$ cat src/rtl/gpio_bank.sv
module gpio_bank #(
  parameter int NPIN = 16,
  parameter int AW   = 8
) (
  input  logic            clk,
  input  logic            rst_n,
  input  logic [AW-1:0]   bus_addr,
  input  logic [NPIN-1:0] bus_wdata,
  input  logic            bus_wr,
  input  logic            bus_rd,
  input  logic [1:0]      bus_size,
  output logic [NPIN-1:0] bus_rdata,
  output logic            bus_err,
  input  logic [NPIN-1:0] smp_stb,
  input  logic [NPIN-1:0] smp_lvl,
  input  logic [NPIN-1:0] irq_pend,
  output logic [NPIN-1:0] pin_out,
  output logic [NPIN-1:0] pin_chg,
  output logic [NPIN-1:0] cfg_dir,
  output logic [NPIN-1:0] cfg_pol,
  output logic [NPIN-1:0] cfg_edge,
  output logic [NPIN-1:0] cfg_both,
  output logic [NPIN-1:0] cfg_inen,
  output logic [NPIN-1:0] mask_a,
  output logic [NPIN-1:0] mask_b,
  output logic            irq_a,
  output logic            irq_b
);

  localparam int NREG   = 17;
  localparam int NALIAS = 12;
  localparam logic [AW-1:0] LAST_A    = AW'((NREG - 1) * 4);
  localparam logic [AW-3:0] ALIAS_END = (AW-2)'(NALIAS);
  localparam logic [1:0]    SZ_HALF   = 2'd1;

  logic [NPIN-1:0] data_q, ma_q, mb_q, dir_q, pol_q, edg_q, both_q, inen_q;
  logic [NPIN-1:0] data_nxt, dir_nxt, smp_ok, rd_mux;
  logic [AW-3:0]   idx;
  logic [1:0]      op, grp;
  logic [2:0]      csel;
  logic            bad, wr_ok, in_alias;
  logic            wr_data, wr_ma, wr_mb, wr_cfg, wr_dir;

  function automatic logic [NPIN-1:0] apply_op(input logic [1:0] o,
                                               input logic [NPIN-1:0] cur,
                                               input logic [NPIN-1:0] w);
    case (o)
      2'd0:    apply_op = w;
      2'd1:    apply_op = cur & ~w;
      2'd2:    apply_op = cur | w;
      default: apply_op = cur ^ w;
    endcase
  endfunction

  assign idx      = bus_addr[AW-1:2];
  assign op       = idx[1:0];
  assign grp      = idx[3:2];
  assign csel     = 3'(idx - ALIAS_END);
  assign bad      = (bus_size != SZ_HALF) || (bus_addr[1:0] != 2'b00) || (bus_addr > LAST_A);
  assign wr_ok    = bus_wr && !bad;
  assign in_alias = idx < ALIAS_END;
  assign wr_data  = wr_ok && in_alias && grp == 2'd0;
  assign wr_ma    = wr_ok && in_alias && grp == 2'd1;
  assign wr_mb    = wr_ok && in_alias && grp == 2'd2;
  assign wr_cfg   = wr_ok && !in_alias;
  assign wr_dir   = wr_cfg && csel == 3'd0;

  assign smp_ok  = smp_stb & ~dir_q & inen_q;
  assign dir_nxt = wr_dir ? bus_wdata : dir_q;

  always_comb begin
    data_nxt = (data_q & ~smp_ok) | (smp_lvl & smp_ok);
    if (wr_data) data_nxt = apply_op(op, data_q, bus_wdata);
  end

  always_comb begin
    if (in_alias) begin
      case (grp)
        2'd0:    rd_mux = data_q;
        2'd1:    rd_mux = ma_q;
        default: rd_mux = mb_q;
      endcase
    end else begin
      case (csel)
        3'd0:    rd_mux = dir_q;
        3'd1:    rd_mux = pol_q;
        3'd2:    rd_mux = edg_q;
        3'd3:    rd_mux = both_q;
        default: rd_mux = inen_q;
      endcase
    end
  end

  always_ff @(posedge clk) begin
    if (!rst_n) begin
      data_q    <= '0;
      ma_q      <= '0;
      mb_q      <= '0;
      dir_q     <= '0;
      pol_q     <= '0;
      edg_q     <= '0;
      both_q    <= '0;
      inen_q    <= '0;
      pin_chg   <= '0;
      bus_err   <= 1'b0;
      bus_rdata <= '0;
    end else begin
      data_q <= data_nxt;
      dir_q  <= dir_nxt;
      if (wr_ma) ma_q <= apply_op(op, ma_q, bus_wdata);
      if (wr_mb) mb_q <= apply_op(op, mb_q, bus_wdata);
      if (wr_cfg) begin
        case (csel)
          3'd1:    pol_q  <= bus_wdata;
          3'd2:    edg_q  <= bus_wdata;
          3'd3:    both_q <= bus_wdata;
          3'd4:    inen_q <= bus_wdata;
          default: ;
        endcase
      end
      pin_chg   <= (wr_data || wr_dir) ? ((data_nxt ^ data_q) & dir_nxt) : '0;
      bus_err   <= (bus_wr || bus_rd) && bad;
      bus_rdata <= (bus_rd && !bad) ? rd_mux : '0;
    end
  end

  assign pin_out  = data_q & dir_q;
  assign cfg_dir  = dir_q;
  assign cfg_pol  = pol_q;
  assign cfg_edge = edg_q;
  assign cfg_both = both_q;
  assign cfg_inen = inen_q;
  assign mask_a   = ma_q;
  assign mask_b   = mb_q;
  assign irq_a    = |(irq_pend & ma_q);
  assign irq_b    = |(irq_pend & mb_q);


  bad_wr_hold_chk: assert property (@(posedge clk) disable iff (!rst_n)
    $past(bus_wr && bad) |-> (ma_q == $past(ma_q) && mb_q == $past(mb_q) &&
                              dir_q == $past(dir_q) && inen_q == $past(inen_q)));


  err_src_chk: assert property (@(posedge clk) disable iff (!rst_n)
    bus_err |-> $past(bus_wr || bus_rd));


  clr_alias_chk: assert property (@(posedge clk) disable iff (!rst_n)
    $past(wr_ma && op == 2'd1) |-> (ma_q & $past(bus_wdata)) == '0);


  set_alias_chk: assert property (@(posedge clk) disable iff (!rst_n)
    $past(wr_data && op == 2'd2) |-> (data_q & $past(bus_wdata)) == $past(bus_wdata));


  chg_dir_chk: assert property (@(posedge clk) disable iff (!rst_n)
    (pin_chg & ~dir_q) == '0);


  chg_src_chk: assert property (@(posedge clk) disable iff (!rst_n)
    (pin_chg != '0) |-> $past(bus_wr));

endmodule

$ cat config.mk
export PLATFORM = sky130hd
export DESIGN_NAME = gpio_bank
export DESIGN_NICKNAME = d
export VERILOG_FILES = /design/src/rtl/gpio_bank.sv
export SDC_FILE = /design/constraint.sdc
export NUM_CORES = 1
export LEC_CHECK = 0
export ABC_CLOCK_PERIOD_IN_PS = 6150
export BUFFER_PORTS_ARGS = -buffer_cell sky130_fd_sc_hd__buf_2
export CAP_MARGIN = 20
export CORE_ASPECT_RATIO = 0.8
export CORE_MARGIN = 4
export CORE_UTILIZATION = 40
export DETAILED_ROUTE_END_ITERATION = 10
export GPL_TIMING_DRIVEN = 0
export SLEW_MARGIN = 20
export SYNTH_ARGS = -nofsm -noshare
export SYNTH_HDL_FRONTEND = slang
export SYNTH_SLANG_ARGS = --single-unit
$ cat constraint.sdc
create_clock -name clk -period 6.15 [get_ports clk]
set_input_delay 0.3075 -clock clk [delete_from_list [all_inputs] [get_ports clk]]
set_output_delay 0.3075 -clock clk [all_outputs]
set_load 0.005 [all_outputs]
==> results.yml <==
status:
  status: "completed"
finish:
  layoutNonFillerInstCount: 1717
  multi_input_area_sq_um: 6450
  seqCellArea_sq_um: 3220
  nNetsFinal: 1553
  fillers: 2487
  drive_gt1_share_pct: 25.4
  area_growth_pct: 20.5
  post-route-util_pct: 49.2
critical_path:
  cp.arrival_ns: 3.28
  critical_path_class: "input port to flip-flop"
  crit_chain: "buf_2 > nor4b_1 > nand3_1 > nor3_1 > buf_1 > o311ai_0 > o211a_1"
  crit_required_ns: 6.49
  worstPathBufferInverterCount: 2
  cp_max_fo: 10
  max_stage_delay_ns: 0.75
  cp_slowest_cell: "nor4b_1"
  crit_family: "simple AND/OR/NAND/NOR gates"
  worst_setup_path_end_kind: "flip-flop"
  startpoint_type: "input port"
route:
  drcViolationCount: 0
  wl_met2_um: 17600
  top_layer_used: "met5"
  wl_um: 38900
  wl_met1_um: 17900
  ant_nets: 0
  wl_met3_um: 2830
  drt-vias-per-instance: 5.62
  drt_pass1_iterations: 7
  wl_per_cell_um: 22.7
  vias: 9644
  drtIter0Drc: 739
logic_synthesis:
  synthFlopType: "dfxtp_1"
  yosys.area_share.simple_pct: 17.0
  synth_top_family_by_area: "simple AND/OR/NAND/NOR gates"
  ys_seq_area_share_pct: 31.1
  synth_cell_types: 44
  synth_compound_area_share_pct: 16.1
  synth_top_area_share_pct: 31.1
  syn-cell-area_sq_um: 10400
  synthArstFlopShare_pct: 0
  synth_fa_ha_area_share_pct: 11.6
  yosysTopAreaCell: "dfxtp_1"
  synth-xor-area-share_pct: 2.08
  ys_top_cells_by_area: "dfxtp_1, ha_1, nand2_1, mux4_2, mux2i_1"
  syn_inst: 1137
  synth_edf_count: 0
  yosysMostFrequentCell: "nand2_1"
  yosysWarnings: 0
  synthMuxAreaShare_pct: 15.4
  ys_ff_latch: 161
  synth_nets: 1311
  synthTopCellsByCount: "nand2_1, dfxtp_1, ha_1"
  synth.avg_cell_area_sq_um: 9.11
floorplanning:
  start_util_pct: 40.8
  io_pins: 241
  rows: 52
  die_area_sq_um: 28500
  die_h_um: 152
  die_w_um: 188
  core-area_sq_um: 25400
place:
  place_congestion: 0.915
  dpl.hpwl_um: 30300
  io_buffers: 223
  dp.cells: 1684
sta:
  relSlewSlack_pct: 28.5
  hold_viol: 0
  clock.fmax_ghz: 0.340
  fin_crit_ns: 2.94
  slew_viol_final: 0
  finClkSkew_ns: 0.0132
  finalSetupViolations: 0
  tightest_slew_ns: 1.06
  rsz0062_at_grt: "no"
  period_share_pct: 47.8
  timing.setup.tns_ns: 0
clocking:
  clockBufferDepth: 2
  cts_tree: "done"
  holdBufCountCts: 0
  cts.repair_timing.setup_buffer_count: 0
  clk_latency_ns: 0.45
  cts_max_level: 4
  cts-buffers-inserted: 17
  cts.sinks: 161
  root_buffer: "clkbuf_16"
  cts_resized: 0
  clkTransAtPathRegs_ns: 0.07
global_routing:
  grt_overflow: 0
  grt_use_total_pct: 26.5
  antenna_found_initial: 2
  grt_max_degree: 19
  grt_pass1_vias: 9431
  grt_pass1_wl_um: 58700
power_and_ir_drop:
  p_leak_nw: 5.72
  peakVddDrop_v: 0.000189
  fin_total_pwr_mw: 2.38
  powerDensity_nw_per_um2: 191
flow_run:
  maxCapViolCount: 0
hold_path:
  holdCritPathClass: "input port to flip-flop"
[sequential cells by signal (all words and copies together), names as in the netlist]
name	cells
cfg_edge	16
mask_a	16
cfg_dir	16
data_q	16
pin_chg	16
cfg_inen	16
cfg_pol	16
bus_err	1
cfg_both	16
bus_rdata	16
mask_b	16
[stage by stage]
stage / area [sq um] / hold slack [ns] / setup slack (ns)
detailed placement: 11900 / 0.467 / 2.98
global placement: 11900 / 0.456 / 3.01
global route: 12500 / 0.282 / 3.04
floorplan: 10400 / 0.457 / 3.89
CTS: 12500 / 0.253 / 3.42
finish: 12500 / 0.267 / 3.21
[worst paths after layout]
kind	startpoint	to	slack, ns	cells past startpoint
min reg2reg	cfg_both[14]	cfg_both[14]	0.47	2
min	bus_rd	bus_err	0.27	3
max	bus_size[1]	mask_b[4]	3.21	7
max reg2reg	data_q[5]	pin_chg[5]	3.99	6
[tightest hold or removal path, delay by kind of cell]
| kind | cells | cell delay [ns] |
|---|---|---|
| and+or+nand+nor | 1 | 0.08 |
| buffers and inverters | 1 | 0.12 |
| AOI/OAI and AO/OA | 1 | 0.14 |
[power by group]
part           switching [mW]  leakage (nW)  internal [mW]
combinational           0.154          4.13         0.0853
clock                   0.542         0.295          0.559
sequential           0.000939          1.30           1.04
total                   0.697          5.72           1.69
[cells by family (layout without fill, tap and decap cells)]
group                      after synthesis  count (layout)
muxes                                  112             112
AOI/OAI and AO/OA                      213             213
DFF                                    161             161
other                                    0               1
adders and majority gates               96              96
xor gates and xnor gates                16              16
and+or+nand+nor                        367             367
buffers and inverters                  172             427
[layout by cell type, fill, tap and decap left out, types with 35 or more instances in the layout]
cell type,instances
clkbuf_1,62
inv_1,81
a21boi_0,58
nor2b_1,49
nand2_1,195
dfxtp_1,161
buf_2,237
mux2i_1,48
ha_1,96
nor2_1,35
[per-layer routing]
metal | vias to the layer above | GRT usage [%]
met5 | - | 0
met4 | 4 | 5.10
met3 | 43 | 5.37
met2 | 421 | 42.0
met1 | 4735 | 38.0
li1 | 4441 | -
[area by class of cell]
type                    instances  share of cell area, %
multi-input cells             804                   51.7
flip-flops and latches        161                   25.8
repair buffers                223                   8.94
clock buffers                  18                   3.52
well taps                     324                   3.25
plain buffers                  91                   3.03
inverters                      81                   2.44
clock inverters                14                   1.30
diodes                          1                 0.0201
(Power assumes the default switching activity.)
